<file path="src/rtl/prio_intc.sv">
module prio_intc_pick (
  input  logic [7:0] req,
  input  logic [2:0] base,
  output logic       hit,
  output logic [2:0] lvl,
  output logic [3:0] rank
);
  always_comb begin
    hit  = |req;
    lvl  = 3'd0;
    rank = 4'd8;
    for (int k = 7; k >= 0; k--) begin
      if (req[base + k[2:0]]) begin
        lvl  = base + k[2:0];
        rank = k[3:0];
      end
    end
  end
endmodule

module prio_intc #(
  parameter int CASC_IN = 2
) (
  input  logic       clk,
  input  logic       rst_n,
  input  logic       addr,
  input  logic       wr_en,
  input  logic       rd_en,
  input  logic [7:0] wdata,
  output logic [7:0] rdata,
  input  logic [7:0] irq_in,
  input  logic [7:0] trig_lvl,
  output logic       int_out,
  input  logic       ack,
  output logic [7:0] ack_vec
);
  localparam logic [7:0] CASC_BIT = 8'(1) << CASC_IN;

  logic [7:0] irr_q, isr_q, imr_q, last_q;
  logic [7:0] irr_n, isr_n, imr_n;
  logic [4:0] base_q, base_n;
  logic [2:0] rot_q, rot_n;
  logic [1:0] st_q, st_n;
  logic icw4_q, aeoi_q, raeoi_q, sfnm_q, rsel_q, poll_q, smm_q;
  logic icw4_n, aeoi_n, raeoi_n, sfnm_n, rsel_n, poll_n, smm_n;

  logic [7:0] pend_req, cur_req;
  logic       pend_hit, cur_hit, eoi_hit;
  logic [2:0] pend_lvl, cur_lvl, eoi_lvl;
  logic [3:0] pend_rank, cur_rank, eoi_rank;

  assign pend_req = irr_q & ~imr_q;
  assign cur_req  = isr_q & ~(smm_q ? imr_q : 8'h00) & ~(sfnm_q ? CASC_BIT : 8'h00);

  prio_intc_pick pend_p (.req(pend_req), .base(rot_q), .hit(pend_hit), .lvl(pend_lvl), .rank(pend_rank));
  prio_intc_pick cur_p  (.req(cur_req),  .base(rot_q), .hit(cur_hit),  .lvl(cur_lvl),  .rank(cur_rank));
  prio_intc_pick eoi_p  (.req(isr_q),    .base(rot_q), .hit(eoi_hit),  .lvl(eoi_lvl),  .rank(eoi_rank));

  logic [2:0] win;
  assign int_out = pend_hit && (pend_rank < cur_rank);
  assign win     = int_out ? pend_lvl : 3'd7;
  assign ack_vec = {base_q, win};
  assign rdata   = poll_q ? {5'd0, win} : (addr ? imr_q : (rsel_q ? isr_q : irr_q));

  logic is_init, is_rdcmd, is_cmd, is_cfg;
  assign is_init  = wr_en && !addr && wdata[4];
  assign is_rdcmd = wr_en && !addr && !wdata[4] && wdata[3];
  assign is_cmd   = wr_en && !addr && !wdata[4] && !wdata[3];
  assign is_cfg   = wr_en && addr;

  always_comb begin
    irr_n = irr_q;  isr_n = isr_q;  imr_n = imr_q;
    base_n = base_q;  rot_n = rot_q;  st_n = st_q;
    icw4_n = icw4_q;  aeoi_n = aeoi_q;  raeoi_n = raeoi_q;  sfnm_n = sfnm_q;
    rsel_n = rsel_q;  poll_n = poll_q;  smm_n = smm_q;

    if (ack && int_out) begin
      if (aeoi_q) begin
        if (raeoi_q) rot_n = pend_lvl + 3'd1;
      end else begin
        isr_n[pend_lvl] = 1'b1;
      end
      if (!trig_lvl[pend_lvl]) irr_n[pend_lvl] = 1'b0;
    end

    if (rd_en && poll_q) begin
      if (int_out) begin
        irr_n[pend_lvl] = 1'b0;
        isr_n[pend_lvl] = 1'b0;
      end
      poll_n = 1'b0;
    end

    if (is_init) begin
      irr_n = '0;  isr_n = '0;  imr_n = '0;  base_n = '0;  rot_n = '0;
      aeoi_n = 1'b0;  raeoi_n = 1'b0;  sfnm_n = 1'b0;
      rsel_n = 1'b0;  poll_n = 1'b0;  smm_n = 1'b0;
      icw4_n = wdata[0];
      st_n = 2'd1;
    end else if (is_rdcmd) begin
      if (wdata[2]) poll_n = 1'b1;
      if (wdata[1]) rsel_n = wdata[0];
      if (wdata[6]) smm_n  = wdata[5];
    end else if (is_cmd) begin
      case (wdata[7:5])
        3'd0, 3'd4: raeoi_n = wdata[7];
        3'd1, 3'd5: if (eoi_hit) begin
          isr_n[eoi_lvl] = 1'b0;
          if (wdata[7]) rot_n = eoi_lvl + 3'd1;
        end
        3'd3: isr_n[wdata[2:0]] = 1'b0;
        3'd6: rot_n = wdata[2:0] + 3'd1;
        3'd7: begin
          isr_n[wdata[2:0]] = 1'b0;
          rot_n = wdata[2:0] + 3'd1;
        end
        default: ;
      endcase
    end else if (is_cfg) begin
      case (st_q)
        2'd0: imr_n = wdata;
        2'd1: begin
          base_n = wdata[7:3];
          st_n = 2'd2;
        end
        2'd2: st_n = icw4_q ? 2'd3 : 2'd0;
        default: begin
          sfnm_n = wdata[4];
          aeoi_n = wdata[1];
          st_n = 2'd0;
        end
      endcase
    end

    irr_n = ((irr_n | (irq_in & ~last_q)) & ~trig_lvl) | (irq_in & trig_lvl);
  end

  always_ff @(posedge clk or negedge rst_n) begin
    if (!rst_n) begin
      irr_q <= '0;  isr_q <= '0;  imr_q <= '0;  last_q <= '0;
      base_q <= '0;  rot_q <= '0;  st_q <= '0;
      icw4_q <= 1'b0;  aeoi_q <= 1'b0;  raeoi_q <= 1'b0;  sfnm_q <= 1'b0;
      rsel_q <= 1'b0;  poll_q <= 1'b0;  smm_q <= 1'b0;
    end else begin
      irr_q <= irr_n;  isr_q <= isr_n;  imr_q <= imr_n;  last_q <= irq_in;
      base_q <= base_n;  rot_q <= rot_n;  st_q <= st_n;
      icw4_q <= icw4_n;  aeoi_q <= aeoi_n;  raeoi_q <= raeoi_n;  sfnm_q <= sfnm_n;
      rsel_q <= rsel_n;  poll_q <= poll_n;  smm_q <= smm_n;
    end
  end
endmodule


</file>
<file path="config.mk">
export PLATFORM = sky130hd
export DESIGN_NAME = prio_intc
export DESIGN_NICKNAME = d
export VERILOG_FILES = /design/src/rtl/prio_intc.sv
export SDC_FILE = /design/constraint.sdc
export NUM_CORES = 1
export LEC_CHECK = 0
export ABC_AREA = 0
export BUFFER_PORTS_ARGS = -buffer_cell sky130_fd_sc_hd__buf_4
export CORE_MARGIN = 5
export CORE_UTILIZATION = 25
export CTS_CLUSTER_DIAMETER = 100
export CTS_CLUSTER_SIZE = 12
export DETAILED_ROUTE_END_ITERATION = 8
export PLACE_DENSITY = 0.46
export SLEW_MARGIN = 20
export SYNTH_ARGS = -nofsm -noshare
export SYNTH_HDL_FRONTEND = slang
export SYNTH_SLANG_ARGS = --single-unit
</file>
<file path="constraint.sdc">
create_clock -name clk -period 6.7 [get_ports clk]
set_input_delay 2.01 -clock clk [delete_from_list [all_inputs] [get_ports clk]]
set_output_delay 2.01 -clock clk [all_outputs]
set_load 0.01 [all_outputs]
</file>
# ---- Word level (Yosys, flattened, before mapping)
# Index checks and enable logic that the tools add are counted.
# W data, S select, Z words.
dict set report word_totals {
  ff_bits 49
  inputBits 30
  elab_cells 269
}
dict set report classes {
  addsub 10
  order_cmp 15
  n_eq_ne 12
  muxes 157
  bitwise_logic 22
  n_reduce_logical 39
}
# operator count
set op_table {}
lappend op_table {{$mux W8} 22}
lappend op_table {{$and A8 B8 Y8} 11}
lappend op_table {{$mux W3} 26}
lappend op_table {{$bmux W1 S3} 25}
lappend op_table {{$mux W4} 16}
lappend op_table {{$not A8 Y8} 7}
lappend op_table {{$mux W1} 52}
lappend op_table {{$lt A3 B4 Y1 const B} 11}
lappend op_table {{$mux W5} 5}
lappend op_table {{$or A8 B8 Y8} 3}
lappend op_table {{$pmux W8 S2} 1}
lappend op_table {{$reduce_and A4 Y1} 4}
lappend op_table {{$reduce_bool A2 Y1} 8}
lappend op_table {{$reduce_or A8 Y1} 2}
lappend op_table {{$add A3 B1 Y3 const B} 4}
lappend op_table {{$add A3 B3 Y3 const B} 4}
lappend op_table {{$eq A3 B3 Y1 const B} 4}
lappend op_table {{$logic_and A1 B1 Y1} 12}
lappend op_table {{$mux W2} 5}
lappend op_table {{$demux W1 S3} 3}
lappend op_table {{$ge A3 B1 Y1 const B} 3}
lappend op_table {{$not A3 Y8} 1}
lappend op_table {{$reduce_or A2 Y1} 4}
lappend op_table {{$add A3 B2 Y3 const B} 2}
lappend op_table {{15 further kinds} 20}

# ---- Logic depth before layout (Yosys ltp)
# Gate-level depths: netlist (run 1).
dict set report logic_depth {
  ltp_word 28
  depth_mapped 20
}

# ---- By module
# A second synthesis (run 1) with hierarchy kept.
dict set report hier_totals {
  cells_unflattened 665
  area_unflattened_um2 5677.9
}
# mod n_inst cells_per_inst area_per_inst_um2 seq_area_each_um2
set modules_own_cells {}
lappend modules_own_cells {prio_intc 1 380 3204.3 1226.2}
lappend modules_own_cells {prio_intc_pick 3 95 824.5 0.0}

# ---- Worst setup path before layout (run 1)
# No wires, ideal clock.
dict set report synth_path {
  kind {register to output}
  startpoint {register rot_q[1]}
  endpoint {output port rdata[2]}
  t_arrival_ps 4016
  setup_slack_ps 674
  path_stages_with_launch 17
  path_buffers 2
  path_cell_list {dfrtp_1 -> buf_2 -> clkinv_1 -> ha_1 -> clkbuf_2 -> xnor2_2 -> mux4_2 -> nand4b_1 -> nor3b_1 -> ha_1 -> a21o_1 -> a21oi_1 -> o31a_1 -> o21ai_1 -> nor2_2 -> nand2_1 -> mux2_2}
}
dict set report synth_via {
  elab_chain_cells 15
}
# item line
set synth_rtl {}
lappend synth_rtl {{start, declared} 42} ;# logic [2:0] rot_q, rot_n;
lappend synth_rtl {{start signal, assigned} 146} ;# base_q <= base_n; rot_q <= rot_n; st_q <= st_n;
lappend synth_rtl {{$add A3 B3 Y3} 13} ;# if (req[base + k[2:0]]) begin
lappend synth_rtl {{$bmux W1 S3} 13}
lappend synth_rtl {{$mux W1 (not written as such)} 13}
lappend synth_rtl {{$mux W4 (8 in a row)} 13}
lappend synth_rtl {{$lt A4 B4 Y1 *} 60} ;# assign int_out = pend_hit && (pend_rank < cur_rank);
lappend synth_rtl {{$logic_and A1 B1 Y1 *} 60}
lappend synth_rtl {{named net int_out} 33} ;# output logic int_out,
lappend synth_rtl {{$mux W3 *} 61} ;# assign win = int_out ? pend_lvl : 3'd7;
lappend synth_rtl {{named net ack_vec[2]} 35} ;# output logic [7:0] ack_vec
lappend synth_rtl {{$mux W8 *} 63} ;# assign rdata = poll_q ? {5'd0, win} : (addr ? imr_q : (rsel_q ? isr_q : irr_q));
lappend synth_rtl {{end, declared} 30} ;# output logic [7:0] rdata,
# The timed path passes the listed nets; every way through them passes the cells marked *. The select of a mux whose other input is x is not followed.

# ---- Worst setup path in the final report (run 1)
dict set report layout_path {
  startpoint {register rot_q[0]}
  endpoint {output port rdata[2]}
}
dict set report layout_via {
  elab_chain_cells 15
}
# item line
set layout_rtl {}
lappend layout_rtl {{$add A3 B3 Y3} {13, 14}}
lappend layout_rtl {{$bmux W1 S3} 13}
lappend layout_rtl {{$mux W1 (not written as such)} 13}
lappend layout_rtl {{$mux W4 (8 in a row)} 13}
lappend layout_rtl {{$lt A4 B4 Y1} 60}
lappend layout_rtl {{$logic_and A1 B1 Y1} 60}
lappend layout_rtl {{$mux W3 *} 61}
lappend layout_rtl {{$mux W8 *} 63}
# Mark *: on every way between the ends. The rest lies on a longest branch, timed or not. The select of a mux whose other input is x is not followed.

==> results.toml, run 1 <==
[critical_path]
critical_path.cell_chain = "inv_2 -> buf_4 -> mux2i_1 -> mux4_2 -> nand3_1 -> nor3b_1 -> ha_1 -> a21o_1 -> a21oi_1 -> o31a_1 -> o21ai_1 -> nor2_2 -> nand2_1 -> mux2_2 -> buf_4"
cp_slowest_stage_delay_ns = 0.62
critPathMaxFanout = 20
arrival_ns = 4.38
worst_setup_path_start_kind = "register"
worstSetupEndpointType = "primary output"
worst_path_most_repeated_cell = "sky130_fd_sc_hd__buf_4"
worst-path-buf-inv = 3
cp_top_family = "multiplexers"
crit_path_top_delay_cell = "sky130_fd_sc_hd__dfrtp_4"
required_time_reported_for_the_critical_path_endpoint_ns = 4.69
timing.setup.critical_path_class = "register to primary output"

[floorplanning]
row_count = 53
floorplan.die_area_sq_um = 24400
dieWidth_um = 156
floorplan.die.height_um = 156
floorplan.core_area_sq_um = 21000
top_ports = 47
starting_density_of_the_core = 0.254

[sta]
rsz0062_at_grt = "false"
setup-violations-final = 0
layout_worst_path_cycle_share = 0.953
worst_slew_margin_rel = 0.285
finalHoldViolCount = 0
setup_total_negative_slack_ns = 0
timing.final.max_slew_violations = 0
worst-slew-pin-transition_ns = 1.06
timing.fmax_mhz = 157
finalWorstPathRequiredPeriod_ns = 6.39
skew_ns = 0.00490

[detailed_routing]
wirelength_um = 18200
route.vias.total = 5079
drt-pass1-iter-count = 6
remaining_drc_errors = 0
dr.first_iter.drc_count = 410
route.detailed.wl_per_inst_um = 19.2
postRouteAntennaNets = 0
detail_route.vias_per_cell = 5.37

[yosys]
yosys.area.top_type = "sky130_fd_sc_hd__dfrtp_1"
synth.distinct_cells = 79
synth_enable_flop_cells = 0
synthMostInstantiatedCell = "sky130_fd_sc_hd__nand2_1"
syn-mean-instance-area_sq_um = 8.41
postSynth.asyncResetShare = 1.00
syn-cell-area_sq_um = 5330
netlist.area_leader.share = 0.230
synth_seq_area_share = 0.230
yosys-top-cells-area = "sky130_fd_sc_hd__dfrtp_1 23%, sky130_fd_sc_hd__mux4_2 10%, sky130_fd_sc_hd__mux2i_1 7.5%, sky130_fd_sc_hd__nand2_1 5.6%, sky130_fd_sc_hd__o21ai_0 3.8%"
synth-main-ff-cell = "sky130_fd_sc_hd__dfrtp_1"
synth_nets = 676
synth.top_cells.by_count = "79 x sky130_fd_sc_hd__nand2_1, 49 x sky130_fd_sc_hd__dfrtp_1, 40 x sky130_fd_sc_hd__mux2i_1, 40 x sky130_fd_sc_hd__o21ai_0, 38 x sky130_fd_sc_hd__a21oi_1"
yosys_warnings = 0
syn-instance-count = 634
yosys_register_bits = 49

[placement]
dpl.hpwl_um = 14000
gp_congestion = 0.851
buffer_ports.inserted = 46

[cts]
cts.reportedPaths.clkPinSlew_ns = 0.07
cts_hold_buffers = 0
clock_tree.htree_level_count = 2
numCtsBuffers = 5
worst_skew_pair.late_latency_ns = 0.29
clk_root_buffer_cell = "sky130_fd_sc_hd__clkbuf_16"
clock_sinks = 49
longest_clk_path_bufs = 2
cts_tree = "yes"

[grt]
grt_usage = 0.149
grt_pass1_vias = 5076
grt_first_pass_wirelength_um = 29100
pin_count_of_the_biggest_net_entering_global_routing = 50
grt_antenna_before_repair = 0
gr-total-overflow = 0

[final_layout]
finalNetCount = 712
layout-drive-gt1-share = 0.195
antenna_diode_count = 0
flow.area_growth_from_synthesis_pct = 15.9

[outcome]
status = "completed"

[hold_path]
hold_path.class = "register to register"

[run]
max_cap_viol_count = 0
cells by family (layout without fill, tap and decap cells):
logic type | count (synthesis) | after routing | share of synthesized area
flip-flops | 49 | 49 | 0.230
multiplexers | 76 | 76 | 0.202
AO/OA/AOI/OAI | 174 | 174 | 0.227
XOR/XNOR | 8 | 8 | 0.0174
buffers and inverters | 72 | 109 | 0.0601
adder cells (fa/ha/maj) | 12 | 12 | 0.0281
AND/OR/NAND/NOR | 243 | 243 | 0.235
through the flow:
step | util | cell area [sq um] | worst slack [ns] | hold WS, ns | cells
after global placement | 0.285 | 5990 | 0.598 | 0.508 | 938
after detailed placement | 0.285 | 5990 | 0.540 | 0.520 | 938
after CTS | 0.293 | 6160 | 0.199 | 0.534 | 946
after global routing | 0.294 | 6180 | 0.0521 | 0.542 | 946
final | 0.294 | 6180 | 0.315 | 0.532 | 946
after floorplan | - | 5330 | 0.674 | 0.472 | 634
per-layer routing:
| layer | vias up | routed length (um) | track usage |
|---|---|---|---|
| met1 | 2471 | 8300 | 0.204 |
| met2 | 148 | 8760 | 0.251 |
| met4 | 0 | 313 | 0.0367 |
| met3 | 17 | 823 | 0.0180 |
| li1 | 2443 | - | - |
| met5 | - | 0 | 0 |
path summary, 6_finish.rpt:
check / start / end / slack [ns] / cells past startpoint
worst max-delay path: rot_q[0]$_DFF_PN0_ / rdata[2] / 0.31 / 15
worst min-delay path: raeoi_q$_DFFE_PN0P_ / raeoi_q$_DFFE_PN0P_ / 0.53 / 2
worst max register to register: rot_q[0]$_DFF_PN0_ / rot_q[0]$_DFF_PN0_ / 1.98 / 15
worst min register to register: raeoi_q$_DFFE_PN0P_ / raeoi_q$_DFFE_PN0P_ / 0.53 / 2
max in group asynchronous: rst_n / rot_q[0]$_DFF_PN0_ / 4.46 / 1
min in group asynchronous: rst_n / base_q[1]$_DFFE_PN0P_ / 1.74 / 1
flip-flops by register name, indices dropped and copies added, names as in the netlist, 2 cells and up:
signal,cells
imr_q,8
last_q,8
base_q,5
st_q,2
irr_q,8
isr_q,8
rot_q,3
cell type report:
type | instances | area, sq um
Fill cell | 2267 | 14800
Multi-Input combinational cell | 513 | 3810
Inverter | 35 | 131
Tap cell | 275 | 344
Timing Repair Buffer | 66 | 495
Sequential cell | 49 | 1230
Clock inverter | 1 | 30.0
Clock buffer | 7 | 143
placed cells by master (no fill, tap or decap), types with 6 or more instances in the layout:
cell type / Yosys / layout
sky130_fd_sc_hd__nand2_1: 79 / 79
sky130_fd_sc_hd__buf_4: 1 / 66
sky130_fd_sc_hd__dfrtp_1: 49 / 47
sky130_fd_sc_hd__mux2i_1: 40 / 40
sky130_fd_sc_hd__o21ai_0: 40 / 40
sky130_fd_sc_hd__a21oi_1: 38 / 38
sky130_fd_sc_hd__nor2_1: 34 / 34
sky130_fd_sc_hd__inv_1: 31 / 31
sky130_fd_sc_hd__mux4_2: 24 / 24
sky130_fd_sc_hd__nand3_1: 23 / 23
sky130_fd_sc_hd__nor2b_1: 18 / 18
sky130_fd_sc_hd__nor3_1: 18 / 18
sky130_fd_sc_hd__mux2_2: 11 / 11
sky130_fd_sc_hd__nand2b_1: 11 / 11
sky130_fd_sc_hd__ha_1: 12 / 11
sky130_fd_sc_hd__a22o_1: 10 / 10
sky130_fd_sc_hd__nor4_1: 10 / 10
sky130_fd_sc_hd__a21boi_0: 8 / 8
sky130_fd_sc_hd__and2_1: 8 / 8
sky130_fd_sc_hd__nand3b_1: 8 / 8
sky130_fd_sc_hd__and3_1: 7 / 7
sky130_fd_sc_hd__o211ai_1: 6 / 6
tightest hold or removal path, stage by stage (launching register included):
cell and delay, ns:
sky130_fd_sc_hd__dfrtp_1 0.35, sky130_fd_sc_hd__o211ai_1 0.08, sky130_fd_sc_hd__o31ai_1 0.06
timing repair:
action                                  in CTS  in global routing
endpoints found under the setup margin       0                  3
gates resized for setup                      0                  5
buffers inserted                             0                  0
Power of run 1 is not shown: default switching activity piles up to over one toggle a cycle in this logic, so the estimate is an artifact.
==> inputs of run 2 (changes only) <==
--- a/config.mk
+++ b/config.mk
@@ -12,8 +12,10 @@
 export CTS_CLUSTER_DIAMETER = 100
 export CTS_CLUSTER_SIZE = 12
 export DETAILED_ROUTE_END_ITERATION = 8
+export GPL_ROUTABILITY_DRIVEN = 0
 export PLACE_DENSITY = 0.46
 export SLEW_MARGIN = 20
 export SYNTH_ARGS = -nofsm -noshare
 export SYNTH_HDL_FRONTEND = slang
+export SYNTH_HIERARCHICAL = 1
 export SYNTH_SLANG_ARGS = --single-unit
==> results.toml, run 2 <==
[detailed_routing]
route.detailed.wl_per_inst_um = 18.8
route.vias.total = 5063
postRouteAntennaNets = 0
drt-pass1-iter-count = 5
remaining_drc_errors = 0
detail_route.vias_per_cell = 5.55
dr.first_iter.drc_count = 552
wirelength_um = 17200

[sta]
rsz0062_at_grt = "false"
layout_worst_path_cycle_share = 0.940
timing.final.max_slew_violations = 0
skew_ns = 0.00960
worst_hold_slack_ns = 0.545
setup-violations-final = 0
finalHoldViolCount = 0
setup_total_negative_slack_ns = 0
finalWorstPathRequiredPeriod_ns = 6.30
worst-slew-pin-transition_ns = 0.814
timing.fmax_mhz = 159
worst_slew_margin_rel = 0.453

[floorplanning]
row_count = 53
top_ports = 47
floorplan.die_area_sq_um = 24400
floorplan.die.height_um = 156
starting_density_of_the_core = 0.254
floorplan.core_area_sq_um = 21000
dieWidth_um = 156

[placement]
placedInstanceArea_sq_um = 5850
buffer_ports.inserted = 46
dpl.hpwl_um = 13000

[critical_path]
critPathMaxFanout = 16
arrival_ns = 4.29
setup.reg_to_reg.worst_slack_ns = 2.18
required_time_reported_for_the_critical_path_endpoint_ns = 4.69
worst_r2r_path_depth = 13
worstSetupEndpointType = "primary output"
timing.setup.critical_path_class = "register to primary output"
worst_setup_path_start_kind = "register"
regToRegStartpoint = "rot_q[0]$_DFF_PN0_"
endpoint_of_the_worst_slack_reg_to_reg_timing_path = "irr_q[7]$_DFF_PN0_"

[power]
p_comb_frac = 0.775
report.power.total_mw = 3.61
seq_power_share = 0.150
p_int_mw = 1.69
clock_share_of_power = 0.075
power.switching_fraction = 0.532
power.static_leakage_nw = 2.43
psw_mw = 1.92
max-vdd-ir-drop_mv = 0.277
power-per-cell-area_nw_per_um2 = 601

[hold_path]
hold_path.class = "register to register"
worst_hold_startpoint = "icw4_q$_DFFE_PN0P_"
timing.hold.worst_endpoint = "icw4_q$_DFFE_PN0P_"
worst_hold_path.num_cells = 2

[cts]
cts_hold_buffers = 0
cts.reportedPaths.clkPinSlew_ns = 0.07
numCtsBuffers = 5
clock_tree.htree_level_count = 2
worst_skew_pair.late_latency_ns = 0.30
clock_sinks = 49
post_cts_resize_count = 0
longest_clk_path_bufs = 2
cts_tree = "yes"
clk_root_buffer_cell = "sky130_fd_sc_hd__clkbuf_16"
cts.repair_timing.setup_buffer_count = 0

[grt]
pin_count_of_the_biggest_net_entering_global_routing = 50
grt_first_pass_wirelength_um = 27200
grt_antenna_before_repair = 1
grt_usage = 0.138
grt_pass1_vias = 4884
gr-total-overflow = 0

[final_layout]
commonest_non_fill_non_tap_cell_in_the_layout = "sky130_fd_sc_hd__o21ai_0"
final_cell_mix = "55 x sky130_fd_sc_hd__o21ai_0, 53 x sky130_fd_sc_hd__buf_4, 50 x sky130_fd_sc_hd__nand2_1, 48 x sky130_fd_sc_hd__nor2_1, 47 x sky130_fd_sc_hd__dfrtp_1"
antenna_diode_count = 0
flow.area_growth_from_synthesis_pct = 12.4
finalNetCount = 682
layout-drive-gt1-share = 0.188
layout.cell_area.non_filler_sq_um = 6010

[run]
max_cap_viol_count = 0

[yosys]
syn-cell-area_sq_um = 5350
synth_nets = 661
syn-mean-instance-area_sq_um = 8.70
yosys_warnings = 6
syn-instance-count = 615

[outcome]
status = "completed"
## run 2: worst max-delay path: stages, from the launching register on
cell                        delay [ns]
sky130_fd_sc_hd__dfrtp_2          0.59
sky130_fd_sc_hd__inv_1            0.15
sky130_fd_sc_hd__ha_1             0.50
sky130_fd_sc_hd__mux4_2           0.41
sky130_fd_sc_hd__mux2i_1          0.38
sky130_fd_sc_hd__nand2_1          0.17
sky130_fd_sc_hd__a2111oi_1        0.49
sky130_fd_sc_hd__ha_1             0.32
sky130_fd_sc_hd__o211ai_2         0.07
sky130_fd_sc_hd__o211ai_2         0.18
sky130_fd_sc_hd__inv_1            0.42
sky130_fd_sc_hd__nand2b_1         0.13
sky130_fd_sc_hd__buf_4            0.17
## run 2: final cells by class
type / count / area, sq um
multi-input cells: 481 / 3710
clock inverters: 2 / 16.3
inverters: 46 / 173
clock buffers: 6 / 139
flip-flops and latches: 49 / 1230
fillers: 2196 / 15000
repair buffers: 53 / 398
well taps: 275 / 344
## run 2: per-layer routing
layer | track usage | up-vias | share of wire
li1 | - | 2342 | -
met1 | 0.185 | 2516 | 0.45
met2 | 0.234 | 167 | 0.48
met3 | 0.0199 | 36 | 0.042
met4 | 0.0368 | 2 | 0.023
met5 | 0 | - | 0.00076
## run 2: power groups by stage
stage	sequential [mW]	clock, mW	combinational, mW
final	0.541	0.272	2.80
after global routing	0.557	0.289	3.03
after CTS	0.539	0.281	2.76
after detailed placement	0.544	0	2.75
after global placement	0.539	0	2.71
after floorplan	0.469	0	2.09
## run 2: metrics by stage
stage,setup slack (ns),instances,util
finish,0.400,912,0.286
global route,0.0909,912,0.286
CTS,0.436,912,0.286
detailed placement,0.761,904,0.278
global placement,0.843,904,0.278
floorplan,1.07,615,-
## run 2: how the worst max path moves through the flow
stage / start / to / slack (ns) / cells past startpoint
global placement: rot_q[0]$_DFF_PN0_ / ack_vec[1] / 0.84 / 12
floorplan: rot_q[0]$_DFF_PN0_ / rdata[0] / 1.07 / 15
global route: rot_q[0]$_DFF_PN0_ / ack_vec[2] / 0.09 / 12
CTS: rot_q[0]$_DFF_PN0_ / ack_vec[2] / 0.44 / 12
detailed placement: rot_q[0]$_DFF_PN0_ / ack_vec[2] / 0.76 / 12
finish: rot_q[0]$_DFF_PN0_ / ack_vec[2] / 0.40 / 12
(Power assumes the default switching activity.)
